`config.mk`:
```
export PLATFORM = sky130hd
export DESIGN_NAME = audio_level_ctrl
export DESIGN_NICKNAME = d
export VERILOG_FILES = /design/src/rtl/alc_pkg.sv /design/src/rtl/alc_cmd_decode.sv /design/src/rtl/alc_level_ramp.sv /design/src/rtl/alc_scaler.sv /design/src/rtl/audio_level_ctrl.sv
export SDC_FILE = /design/constraint.sdc
export NUM_CORES = 1
export LEC_CHECK = 0
export BUFFER_PORTS_ARGS = -buffer_cell sky130_fd_sc_hd__clkbuf_2
export CORE_MARGIN = 2
export CORE_UTILIZATION = 45
export DETAILED_ROUTE_END_ITERATION = 8
export SETUP_SLACK_MARGIN = 0.4
export SLEW_MARGIN = 40
export SYNTH_ARGS = -nofsm -noshare
export SYNTH_HDL_FRONTEND = slang
export SYNTH_SLANG_ARGS = --single-unit
```
`constraint.sdc`:
```
create_clock -name clk -period 9.2 [get_ports clk]
set_input_delay 1.84 -clock clk [delete_from_list [all_inputs] [get_ports clk]]
set_output_delay 1.84 -clock clk [all_outputs]
set_load 0.05 [all_outputs]
```
`src/rtl/alc_pkg.sv`:
```
package alc_pkg;

    typedef enum logic [2:0] {
        OP_NONE  = 3'd0,
        OP_MUTE  = 3'd1,
        OP_ATTEN = 3'd2,
        OP_FULL  = 3'd3,
        OP_DOWN  = 3'd4,
        OP_UP    = 3'd5
    } alc_op_e;

endpackage

```
`src/rtl/alc_cmd_decode.sv`:
```
module alc_cmd_decode #(
    parameter int CODE_W = 4
) (
    input  logic                cmd_valid,
    input  logic [CODE_W-1:0]   cmd_code,
    output alc_pkg::alc_op_e    op
);
    import alc_pkg::*;

    // Only the low three bits select an operation; upper bits carry no meaning.
    logic [CODE_W-4:0] code_unused;
    assign code_unused = cmd_code[CODE_W-1:3];

    always_comb begin
        op = OP_NONE;
        if (cmd_valid) begin
            case (cmd_code[2:0])
                3'b000:         op = OP_MUTE;
                3'b001:         op = OP_FULL;
                3'b010, 3'b011: op = OP_ATTEN;
                3'b100:         op = OP_DOWN;
                3'b101:         op = OP_UP;
                default:        op = OP_NONE;
            endcase
        end
    end

endmodule

```
`src/rtl/alc_level_ramp.sv`:
```
module alc_level_ramp #(
    parameter int LEVEL_W     = 8,
    parameter int FULL_LVL    = 128,
    parameter int OVS_LVL     = 120,
    parameter int ATT_LVL     = 32,
    parameter int TICK_CYCLES = 1950
) (
    input  logic                clk,
    input  logic                rst_n,
    input  alc_pkg::alc_op_e    op,
    input  logic                ovs_en,
    output logic [LEVEL_W-1:0]  level_q,
    output logic                mute_active
);
    import alc_pkg::*;

    localparam int TICK_W = (TICK_CYCLES > 1) ? $clog2(TICK_CYCLES) : 1;
    localparam logic [TICK_W-1:0]  TICK_LAST = TICK_W'(TICK_CYCLES - 1);
    localparam logic [LEVEL_W-1:0] FULL_L    = LEVEL_W'(FULL_LVL);
    localparam logic [LEVEL_W-1:0] OVS_L     = LEVEL_W'(OVS_LVL);
    localparam logic [LEVEL_W-1:0] ATT_L     = LEVEL_W'(ATT_LVL);
    localparam logic [LEVEL_W-1:0] ONE_L     = LEVEL_W'(1);

    typedef struct packed {
        logic [LEVEL_W-1:0] level;
        logic [LEVEL_W-1:0] target;
        logic [TICK_W-1:0]  pre;
    } ramp_t;

    ramp_t               st_q, st_d;
    logic                tick;
    logic                is_step;
    logic [LEVEL_W-1:0]  full_now;
    logic [LEVEL_W-1:0]  step_lvl;

    always_comb begin
        st_d     = st_q;
        tick     = (st_q.pre == TICK_LAST);
        is_step  = (op == OP_UP) || (op == OP_DOWN);
        full_now = ovs_en ? OVS_L : FULL_L;
        step_lvl = st_q.level;

        st_d.pre = tick ? '0 : st_q.pre + TICK_W'(1);

        if (tick && !is_step) begin
            if (st_q.level < st_q.target)
                st_d.level = st_q.level + ONE_L;
            else if (st_q.level > st_q.target)
                st_d.level = st_q.level - ONE_L;
        end

        case (op)
            OP_MUTE:  st_d.target = '0;
            OP_ATTEN: st_d.target = ATT_L;
            OP_FULL:  st_d.target = full_now;
            OP_DOWN: begin
                if (st_q.level != '0)
                    step_lvl = st_q.level - ONE_L;
                st_d.level  = step_lvl;
                st_d.target = step_lvl;
            end
            OP_UP: begin
                if (st_q.level < full_now)
                    step_lvl = st_q.level + ONE_L;
                st_d.level  = step_lvl;
                st_d.target = step_lvl;
            end
            default: ;
        endcase
    end

    always_ff @(posedge clk or negedge rst_n) begin
        if (!rst_n) st_q <= '0;
        else        st_q <= st_d;
    end

    assign level_q     = st_q.level;
    assign mute_active = (st_q.target == '0);

    AST_LEVEL_CEIL: assert property (@(posedge clk) disable iff (!rst_n)
        level_q <= FULL_L);

    AST_RAMP_UNIT: assert property (@(posedge clk) disable iff (!rst_n)
        (op != OP_UP && op != OP_DOWN) |=>
            (level_q == $past(level_q) || level_q == $past(level_q) + ONE_L
             || level_q == $past(level_q) - ONE_L));

    AST_HOLD_NO_TICK: assert property (@(posedge clk) disable iff (!rst_n)
        (!tick && op != OP_UP && op != OP_DOWN) |=> $stable(level_q));

    AST_FLOOR_ZERO: assert property (@(posedge clk) disable iff (!rst_n)
        (op == OP_DOWN && level_q == '0) |=> (level_q == '0));

    AST_MUTE_HOLD: assert property (@(posedge clk) disable iff (!rst_n)
        (mute_active && level_q == '0 && op != OP_UP && op != OP_FULL
         && op != OP_ATTEN) |=> (level_q == '0));

endmodule

```
`src/rtl/alc_scaler.sv`:
```
module alc_scaler #(
    parameter int SAMPLE_W = 16,
    parameter int LEVEL_W  = 8,
    parameter int SHIFT    = 7,
    parameter int CHANNELS = 2
) (
    input  logic                         clk,
    input  logic                         rst_n,
    input  logic                         in_valid,
    input  logic [CHANNELS*SAMPLE_W-1:0] in_data,
    input  logic [LEVEL_W-1:0]           level,
    output logic                         out_valid,
    output logic [CHANNELS*SAMPLE_W-1:0] out_data
);
    localparam int PROD_W = SAMPLE_W + LEVEL_W + 1;
    localparam logic signed [PROD_W-1:0] BIAS  = PROD_W'((1 << SHIFT) - 1);
    localparam logic [LEVEL_W-1:0]       UNITY = LEVEL_W'(1 << SHIFT);

    typedef struct packed {
        logic                         valid;
        logic [CHANNELS*SAMPLE_W-1:0] data;
    } scl_t;

    scl_t                         sc_q, sc_d;
    logic [CHANNELS*SAMPLE_W-1:0] scaled;

    for (genvar c = 0; c < CHANNELS; c++) begin : g_chan
        logic signed [PROD_W-1:0] prod;
        logic signed [PROD_W-1:0] biased;
        always_comb begin
            prod   = PROD_W'($signed(in_data[c*SAMPLE_W +: SAMPLE_W]))
                   * PROD_W'($signed({1'b0, level}));
            // negative products get a bias so the shift truncates toward zero
            biased = prod[PROD_W-1] ? prod + BIAS : prod;
        end
        assign scaled[c*SAMPLE_W +: SAMPLE_W] = SAMPLE_W'(biased >>> SHIFT);
    end

    always_comb begin
        sc_d       = sc_q;
        sc_d.valid = in_valid;
        if (in_valid)
            sc_d.data = scaled;
    end

    always_ff @(posedge clk or negedge rst_n) begin
        if (!rst_n) sc_q <= '0;
        else        sc_q <= sc_d;
    end

    assign out_valid = sc_q.valid;
    assign out_data  = sc_q.data;

    AST_ZERO_GAIN: assert property (@(posedge clk) disable iff (!rst_n)
        (in_valid && level == '0) |=> (out_data == '0));

    AST_UNITY_GAIN: assert property (@(posedge clk) disable iff (!rst_n)
        (in_valid && level == UNITY) |=> (out_data == $past(in_data)));

endmodule

```
`src/rtl/audio_level_ctrl.sv`:
```
module audio_level_ctrl #(
    parameter int SAMPLE_W    = 16,
    parameter int LEVEL_W     = 8,
    parameter int CODE_W      = 4,
    parameter int FULL_LVL    = 128,
    parameter int OVS_LVL     = 120,
    parameter int ATT_LVL     = 32,
    parameter int TICK_CYCLES = 1950
) (
    input  logic                clk,
    input  logic                rst_n,
    input  logic                cmd_valid,
    input  logic [CODE_W-1:0]   cmd_code,
    input  logic                ovs_en,
    input  logic                smp_valid,
    input  logic [SAMPLE_W-1:0] smp_left,
    input  logic [SAMPLE_W-1:0] smp_right,
    output logic                out_valid,
    output logic [SAMPLE_W-1:0] out_left,
    output logic [SAMPLE_W-1:0] out_right,
    output logic                mute_active
);
    localparam int SHIFT = $clog2(FULL_LVL);

    alc_pkg::alc_op_e    op;
    logic [LEVEL_W-1:0]  level;
    logic [2*SAMPLE_W-1:0] scaled_pair;

    alc_cmd_decode #(.CODE_W(CODE_W)) u_dec (
        .cmd_valid (cmd_valid),
        .cmd_code  (cmd_code),
        .op        (op)
    );

    alc_level_ramp #(
        .LEVEL_W     (LEVEL_W),
        .FULL_LVL    (FULL_LVL),
        .OVS_LVL     (OVS_LVL),
        .ATT_LVL     (ATT_LVL),
        .TICK_CYCLES (TICK_CYCLES)
    ) u_ramp (
        .clk         (clk),
        .rst_n       (rst_n),
        .op          (op),
        .ovs_en      (ovs_en),
        .level_q     (level),
        .mute_active (mute_active)
    );

    alc_scaler #(
        .SAMPLE_W (SAMPLE_W),
        .LEVEL_W  (LEVEL_W),
        .SHIFT    (SHIFT),
        .CHANNELS (2)
    ) u_scale (
        .clk       (clk),
        .rst_n     (rst_n),
        .in_valid  (smp_valid),
        .in_data   ({smp_right, smp_left}),
        .level     (level),
        .out_valid (out_valid),
        .out_data  (scaled_pair)
    );

    assign out_left  = scaled_pair[SAMPLE_W-1:0];
    assign out_right = scaled_pair[2*SAMPLE_W-1:SAMPLE_W];

endmodule

```
==> metrics, run 1 <==
outcome=complete, no violations; worst path arrival time=7.53 ns; average cell area after synthesis=8.38 sq um; fmax=138 MHz; vias in the first global route=11200; number of I/O port buffers=73; library cell appearing most often on the critical path=sky130_fd_sc_hd__fa_1; leading area contributor after synthesis=sky130_fd_sc_hd__fa_1; Yosys warning count=0; routed wire length=30.3 mm; dominant synthesized flop cell=sky130_fd_sc_hd__dfrtp_1; slowest cell on the critical path=sky130_fd_sc_hd__fa_1; P&R area growth vs syn=7.78%; number of distinct standard cells referenced by the synthesized netlist=75; Via Count=10600; time the final worst path needs with I/O delays and setup=7.25 ns; number of cells traversed by the worst register-to-register path=18; Final HPWL DP=24.0 mm; TritonCTS buffer count=9; fill cell count=2919; share of async-settable or async-resettable flops after synthesis=100%; Hold WC Path Type=flip-flop to flip-flop; Tot GR Track Use=21.2%; net count reported at finish=2000; Crit. End Element=flip-flop; CTS tree=built; worst rel slew slack=44.7%; main area contributors after synthesis=sky130_fd_sc_hd__fa_1 (31%), sky130_fd_sc_hd__dfrtp_1 (11%), sky130_fd_sc_hd__ha_1 (11%), sky130_fd_sc_hd__inv_1 (9.3%), sky130_fd_sc_hd__and2_1 (6.4%); delay-heaviest family, CP=adder cells; worst setup timing slack at the placement stage=1.64 ns; detailed-router iteration count before antenna repair=5; peak per-stage delay on the critical path=0.58 ns; area of the mapped netlist=13400 sq um; flop2flop setup slack=2.41 ns; sequential cell area fraction in the yosys report=11.2%; CP Launch Point=smp_right[8]; number of violations of the max-capacitance limit=0; number of cells on the critical path=18; data required time at the worst endpoint=9.48 ns; Slew @ Worst Pin=0.830 ns; root buffer selected by CTS=sky130_fd_sc_hd__clkbuf_16; Setup crit end=u_scale.out_data[31]; peak fanout along the critical path=10; Die ar.=31100 sq um; Cells after Synth=1598; placeable core region=29500 sq um; share of Yosys cell area claimed by the top area cell type=30.5%; number of hold buffers added after cts=0; Reg area=1500 sq um; FF-to-FF End=u_scale.out_data[31]; RSZ-0062 raised after global routing=false; aggregate negative setup slack=0 ns; area of the multi-input gates=10400 sq um; RePlAce Congestion=0.822; DRT iter0 DRCs=383; DP Area=14100 sq um; clock edge transition at the registers on the reported setup and hold paths=0.06 ns; CP Launch Type=input pin; Boundary Pins=75; library cell with the highest instance count after synthesis=sky130_fd_sc_hd__inv_1; vias per std cell=5.20; die outline width=176 um; remaining global-route overflow=0; number of hold-slack violations in the final timing report=0; number of core rows=63; total setup violations reported at the end of the flow=0; postcts setup bufs=0; reg-to-reg startpoint=u_ramp.level_q[5]; crit path cell chain=clkbuf_2, and2_1, fa_1, fa_1, fa_1, inv_1, fa_1, inv_1, ha_1, and3_1, nand3_1, a311oi_1, o211ai_1, mux2i_1, a21bo_2, or3_1, or4_1, nand3_1; Layout Skew=0.0117 ns; maximum clock insertion buffer count=2; final slew viol count=0; register bit total from synthesis=60; count of instances resized after the clock tree is built=0; part of the cycle the worst path needs=78.8%; proportion of layout cells with a drive suffix above 1=7.12%; top cells by instance count after synthesis=sky130_fd_sc_hd__inv_1 (330), sky130_fd_sc_hd__fa_1 (204), sky130_fd_sc_hd__nand2_1 (183), sky130_fd_sc_hd__and2_1 (137), sky130_fd_sc_hd__ha_1 (117); post-detailed-route count of antenna-violating nets=0; count of antenna diodes in the layout=0; CTS Sinks=60; htree depth=3; fraction of the core area covered by cells at the end of the flow=48.9%; least setup slack across all paths after layout=1.95 ns; post-detailed-route wirelength per cell=14.9 um; pin count of the biggest net entering global routing=61; EDFF count, synth=0; latest clock arrival within the worst-skew pair=0.35 ns; Die Y=176 um; DRC errors left=0; Starting Density=45.4%; first-pass GRT wire length=54.1 mm; Syn Nets=1960; classification of the worst setup path=input pin to flip-flop; initial antenna violation count=0; Layout Cell Area excl Fill=14400 sq um; worst path buffer plus inverter count=3
-- layer usage --
| metal | part of all wire [%] | GRT usage (%) | up-vias | wire length, um |
|---|---|---|---|---|
| li1 | - | - | 5145 | - |
| met1 | 50 | 30.3 | 5266 | 15000 |
| met2 | 47 | 35.3 | 144 | 14200 |
| met3 | 2.7 | 2.24 | 19 | 816 |
| met4 | 0.85 | 3.48 | 0 | 257 |
| met5 | 0 | 0 | - | 0 |
-- flip-flops by register name (all words and copies together) (netlist names) --
register and count:
u_ramp.level_q 8, u_ramp.st_q 19, u_scale.out_data 32, u_scale.out_valid 1
-- stage by stage --
stage	cells	hold WS [ns]
global route	2033	0.511
detailed placement	2017	0.473
global placement	2017	0.468
floorplan	1598	0.459
finish	2033	0.480
CTS	2033	0.486
-- worst min path at each step --
stage                         start                    to  slack [ns]  depth (start not counted)
3_3_place_gp   u_scale.out_data[16]  u_scale.out_data[16]        0.47                          1
5_1_grt             u_ramp.st_q[14]       u_ramp.st_q[14]        0.51                          1
4_1_cts        u_scale.out_data[16]  u_scale.out_data[16]        0.49                          1
2_1_floorplan       u_ramp.st_q[17]       u_ramp.st_q[17]        0.46                          2
3_5_place_dp   u_scale.out_data[16]  u_scale.out_data[16]        0.47                          1
6_report       u_scale.out_data[16]  u_scale.out_data[16]        0.48                          1
-- placed cells by master, fill, tap and decap left out, drive strengths merged, types with 29 or more instances in the layout --
master and n:
inv 331, fa 204, nand2 183, and2 138, ha 117, clkbuf 84
nor2 74, a21oi 63, dfrtp 60, o21ai 42, xnor2 39, nand3 33
a21o 29
-- cell families after synthesis --
kind of cell    synth area share, %
simple gates                   19.9
xor+xnor                       4.46
compound gates                 11.5
fa+ha+maj                      41.4
buf+inv                        10.8
flops                          11.2
mux                           0.636
-- final cells by class --
cell class                 instances  area share (%)
sequential                        60            10.4
tap                              390            3.38
multi-input combinational       1152            72.4
inverter                         332            8.64
clock inverter                     4           0.330
timing repair buffer              83            3.08
clock buffer                      12            1.78
Power of run 1 is not shown: default switching activity piles up to over one toggle a cycle in this logic, so the estimate is an artifact.
==> run 2: changes to the inputs <==
Settings changed: ABC_AREA from default to 1.
Clock period 9.2 ns to 6 ns, I/O delays scaled along.
==> run 2 against run 1 <==
  * Routed wire length up 15%
  * Worst setup slack worse by 1.4 ns
  * Design area up 8.0%
  * Via count up 15%
  * Area after synthesis up 6.7%
  * Clock skew about the same
  * Flip-flop and latch count unchanged
  * Register-to-register slack worse by 1.7 ns
  * Non-clock buffer count up 8
  * Utilization up 0.71 points
  * Sequential share of layout area down 0.78 points
  * First-iteration DRC count up 27%
  * Critical endpoint is now u_scale.out_data[21]
  * Highest routed layer is now met5
==> metrics, run 2 <==
Post-Synth Adder-Cell Area=38.9%; P&R area growth vs syn=9.17%; routed wire length=34.7 mm; post-detailed-route count of antenna-violating nets=0; number of I/O port buffers=73; CTS tree=built; Crit. End Element=flip-flop; detailed-router iteration count before antenna repair=5; number of violations of the max-capacitance limit=0; Boundary Pins=75; Compound-Gate Fraction of Synth Area=5.11%; remaining global-route overflow=0; library cell with the highest instance count after synthesis=sky130_fd_sc_hd__inv_1; Final HPWL DP=28.3 mm; Hold WC Path Type=flip-flop to flip-flop; share of Yosys cell area claimed by the top area cell type=28.6%; Starting Density=45.5%; die outline width=182 um; classification of the worst setup path=input pin to flip-flop; htree depth=3; flip-flop count of the largest register after layout=32; root buffer selected by CTS=sky130_fd_sc_hd__clkbuf_16; clock edge transition at the registers on the reported setup and hold paths=0.06 ns; part of the cycle the worst path needs=90.4%; DRC errors left=0; xor/xnor cell area share of the yosys netlist=1.82%; first-pass GRT wire length=61.1 mm; TritonCTS buffer count=9; Placed Cells=2478; simple-gate portion of the synthesized area=26.0%; number of core rows=65; number of hold buffers added after cts=0; dominant synthesized flop cell=sky130_fd_sc_hd__dfrtp_1; library cell appearing most often on the critical path=sky130_fd_sc_hd__fa_1; outcome=complete, no violations; Cells after Synth=2062; vias per std cell=4.86; maximum clock insertion buffer count=2; main area contributors after synthesis=sky130_fd_sc_hd__fa_1 (29%), sky130_fd_sc_hd__inv_1 (15%), sky130_fd_sc_hd__nand2_1 (15%), sky130_fd_sc_hd__dfrtp_1 (11%), sky130_fd_sc_hd__ha_1 (10%); share of synthesized area spent on multiplexers=0%; slowest cell on the critical path=sky130_fd_sc_hd__fa_1; Layout Skew=0.0115 ns; Syn Nets=2424; time the final worst path needs with I/O delays and setup=5.42 ns; placeable core region=31400 sq um; worst rel slew slack=47.7%; RePlAce Congestion=0.853; vias in the first global route=12800; RSZ-0062 raised after global routing=true; net count reported at finish=2453; DP Area=15000 sq um; register bit total from synthesis=60; DRT iter0 DRCs=486; post-detailed-route wirelength per cell=13.9 um; crit path cell chain=clkbuf_4, nand2_1, fa_1, inv_1, fa_1, inv_1, fa_1, fa_1, inv_1, ha_1, a21oi_2, nand2_2, nand3_1, nand3_1, nand2_1, nand2_1, nand2_2, nand2_4, nor2_4, buf_4, xor2_1, o21ai_0; total setup violations reported at the end of the flow=0; main combinational cell family by area after synthesis=adder cells; top cells by instance count after synthesis=sky130_fd_sc_hd__inv_1 (579), sky130_fd_sc_hd__nand2_1 (578), sky130_fd_sc_hd__fa_1 (204), sky130_fd_sc_hd__ha_1 (117), sky130_fd_sc_hd__nand3_1 (116); most frequent cells in the layout=sky130_fd_sc_hd__inv_1 (576), sky130_fd_sc_hd__nand2_1 (569), sky130_fd_sc_hd__fa_1 (203), sky130_fd_sc_hd__nand3_1 (114), sky130_fd_sc_hd__ha_1 (99); peak per-stage delay on the critical path=0.55 ns; latest clock arrival within the worst-skew pair=0.34 ns; Die Y=182 um; Via Count=12200; worst path arrival time=5.62 ns; Slew @ Worst Pin=0.779 ns; share of async-settable or async-resettable flops after synthesis=100%; peak fanout along the critical path=8; aggregate negative setup slack=0 ns; fmax=184 MHz; CTS Sinks=60; CP Launch Type=input pin; Yosys warning count=0; data required time at the worst endpoint=6.20 ns; pin count of the biggest net entering global routing=61; number of distinct standard cells referenced by the synthesized netlist=47; final slew viol count=0; leading area contributor after synthesis=sky130_fd_sc_hd__fa_1; number of hold-slack violations in the final timing report=0; Layout Cell Area excl Fill=15600 sq um; fin cells=2500; area of the mapped netlist=14300 sq um; initial antenna violation count=4; Tot GR Track Use=22.6%; most common cell after layout, fill and taps aside=sky130_fd_sc_hd__inv_1; EDFF count, synth=0; proportion of layout cells with a drive suffix above 1=10.1%; Die ar.=33200 sq um; sequential cell area fraction in the yosys report=10.5%; average cell area after synthesis=6.92 sq um
run 2: changes by cell type after synthesis, moves of 25 or more:
| cell | before | now |
|---|---|---|
| sky130_fd_sc_hd__nand2_1 | 183 | 578 |
| sky130_fd_sc_hd__inv_1 | 330 | 579 |
| sky130_fd_sc_hd__and2_1 | 137 | 7 |
| sky130_fd_sc_hd__nand3_1 | 33 | 116 |
| sky130_fd_sc_hd__xnor2_1 | 39 | 6 |
| sky130_fd_sc_hd__a21o_1 | 29 | 4 |
run 2: kinds of logic after synthesis:
family | after synthesis
XOR/XNOR | 28
AND/OR/NAND/NOR | 867
flip-flops | 60
buffers and inverters | 659
adder cells (fa/ha/maj) | 321
AO/OA/AOI/OAI | 127
run 2: final timing paths:
check / start / endpoint / slack, ns / cells past startpoint
setup / recovery: smp_right[5] / u_scale.out_data[21] / 0.58 / 22
hold / removal: u_scale.out_data[0] / u_scale.out_data[0] / 0.48 / 2
setup reg to reg: u_ramp.level_q[2] / u_scale.out_data[21] / 0.73 / 22
hold reg to reg: u_scale.out_data[0] / u_scale.out_data[0] / 0.48 / 2
max in group asynchronous: rst_n / u_scale.out_data[31] / 4.62 / 2
min in group asynchronous: rst_n / u_ramp.st_q[14] / 0.92 / 2
run 2: repair_timing:
action | CTS | global route
setup buffers | 0 | 4
endpoints found under the setup margin | 0 | 31
resized for setup | 0 | 92
endpoints found under the hold margin | 0 | 0
run 2: stage by stage:
stage | util, % | setup slack [ns] | hold slack (ns)
after floorplan | - | 0.466 | 0.460
after global placement | 47.7 | 0.186 | 0.465
after detailed placement | 47.7 | 0.160 | 0.468
after CTS | 48.6 | 0.507 | 0.486
after global routing | 49.7 | 0.379 | 0.496
final | 49.7 | 0.577 | 0.479
run 2: layout make-up:
class	instances	area (sq um)
clock inverters	4	47.5
multi-input cells	1343	10500
well taps	402	503
inverters	586	2200
clock buffers	12	256
flip-flops and latches	60	1500
diodes	2	5.00
fillers	3191	15800
repair buffers	91	567
run 2: metal layers:
metal | vias to the layer above | track usage, % | wire [um]
li1 | 6090 | - | -
met1 | 5852 | 27.4 | 14800
met2 | 181 | 42.5 | 18100
met3 | 35 | 2.45 | 1060
met4 | 4 | 5.84 | 664
met5 | - | 0 | 27
run 2: critical path, delay by kind of cell:
family                   cells  cell delay (ns)
AO/OA/AOI/OAI                2             0.28
XOR/XNOR                     1             0.13
adder cells (fa/ha/maj)      5             2.46
buffers and inverters        5             0.48
AND/OR/NAND/NOR              9             1.07
Power of run 2 is left out for the same reason.
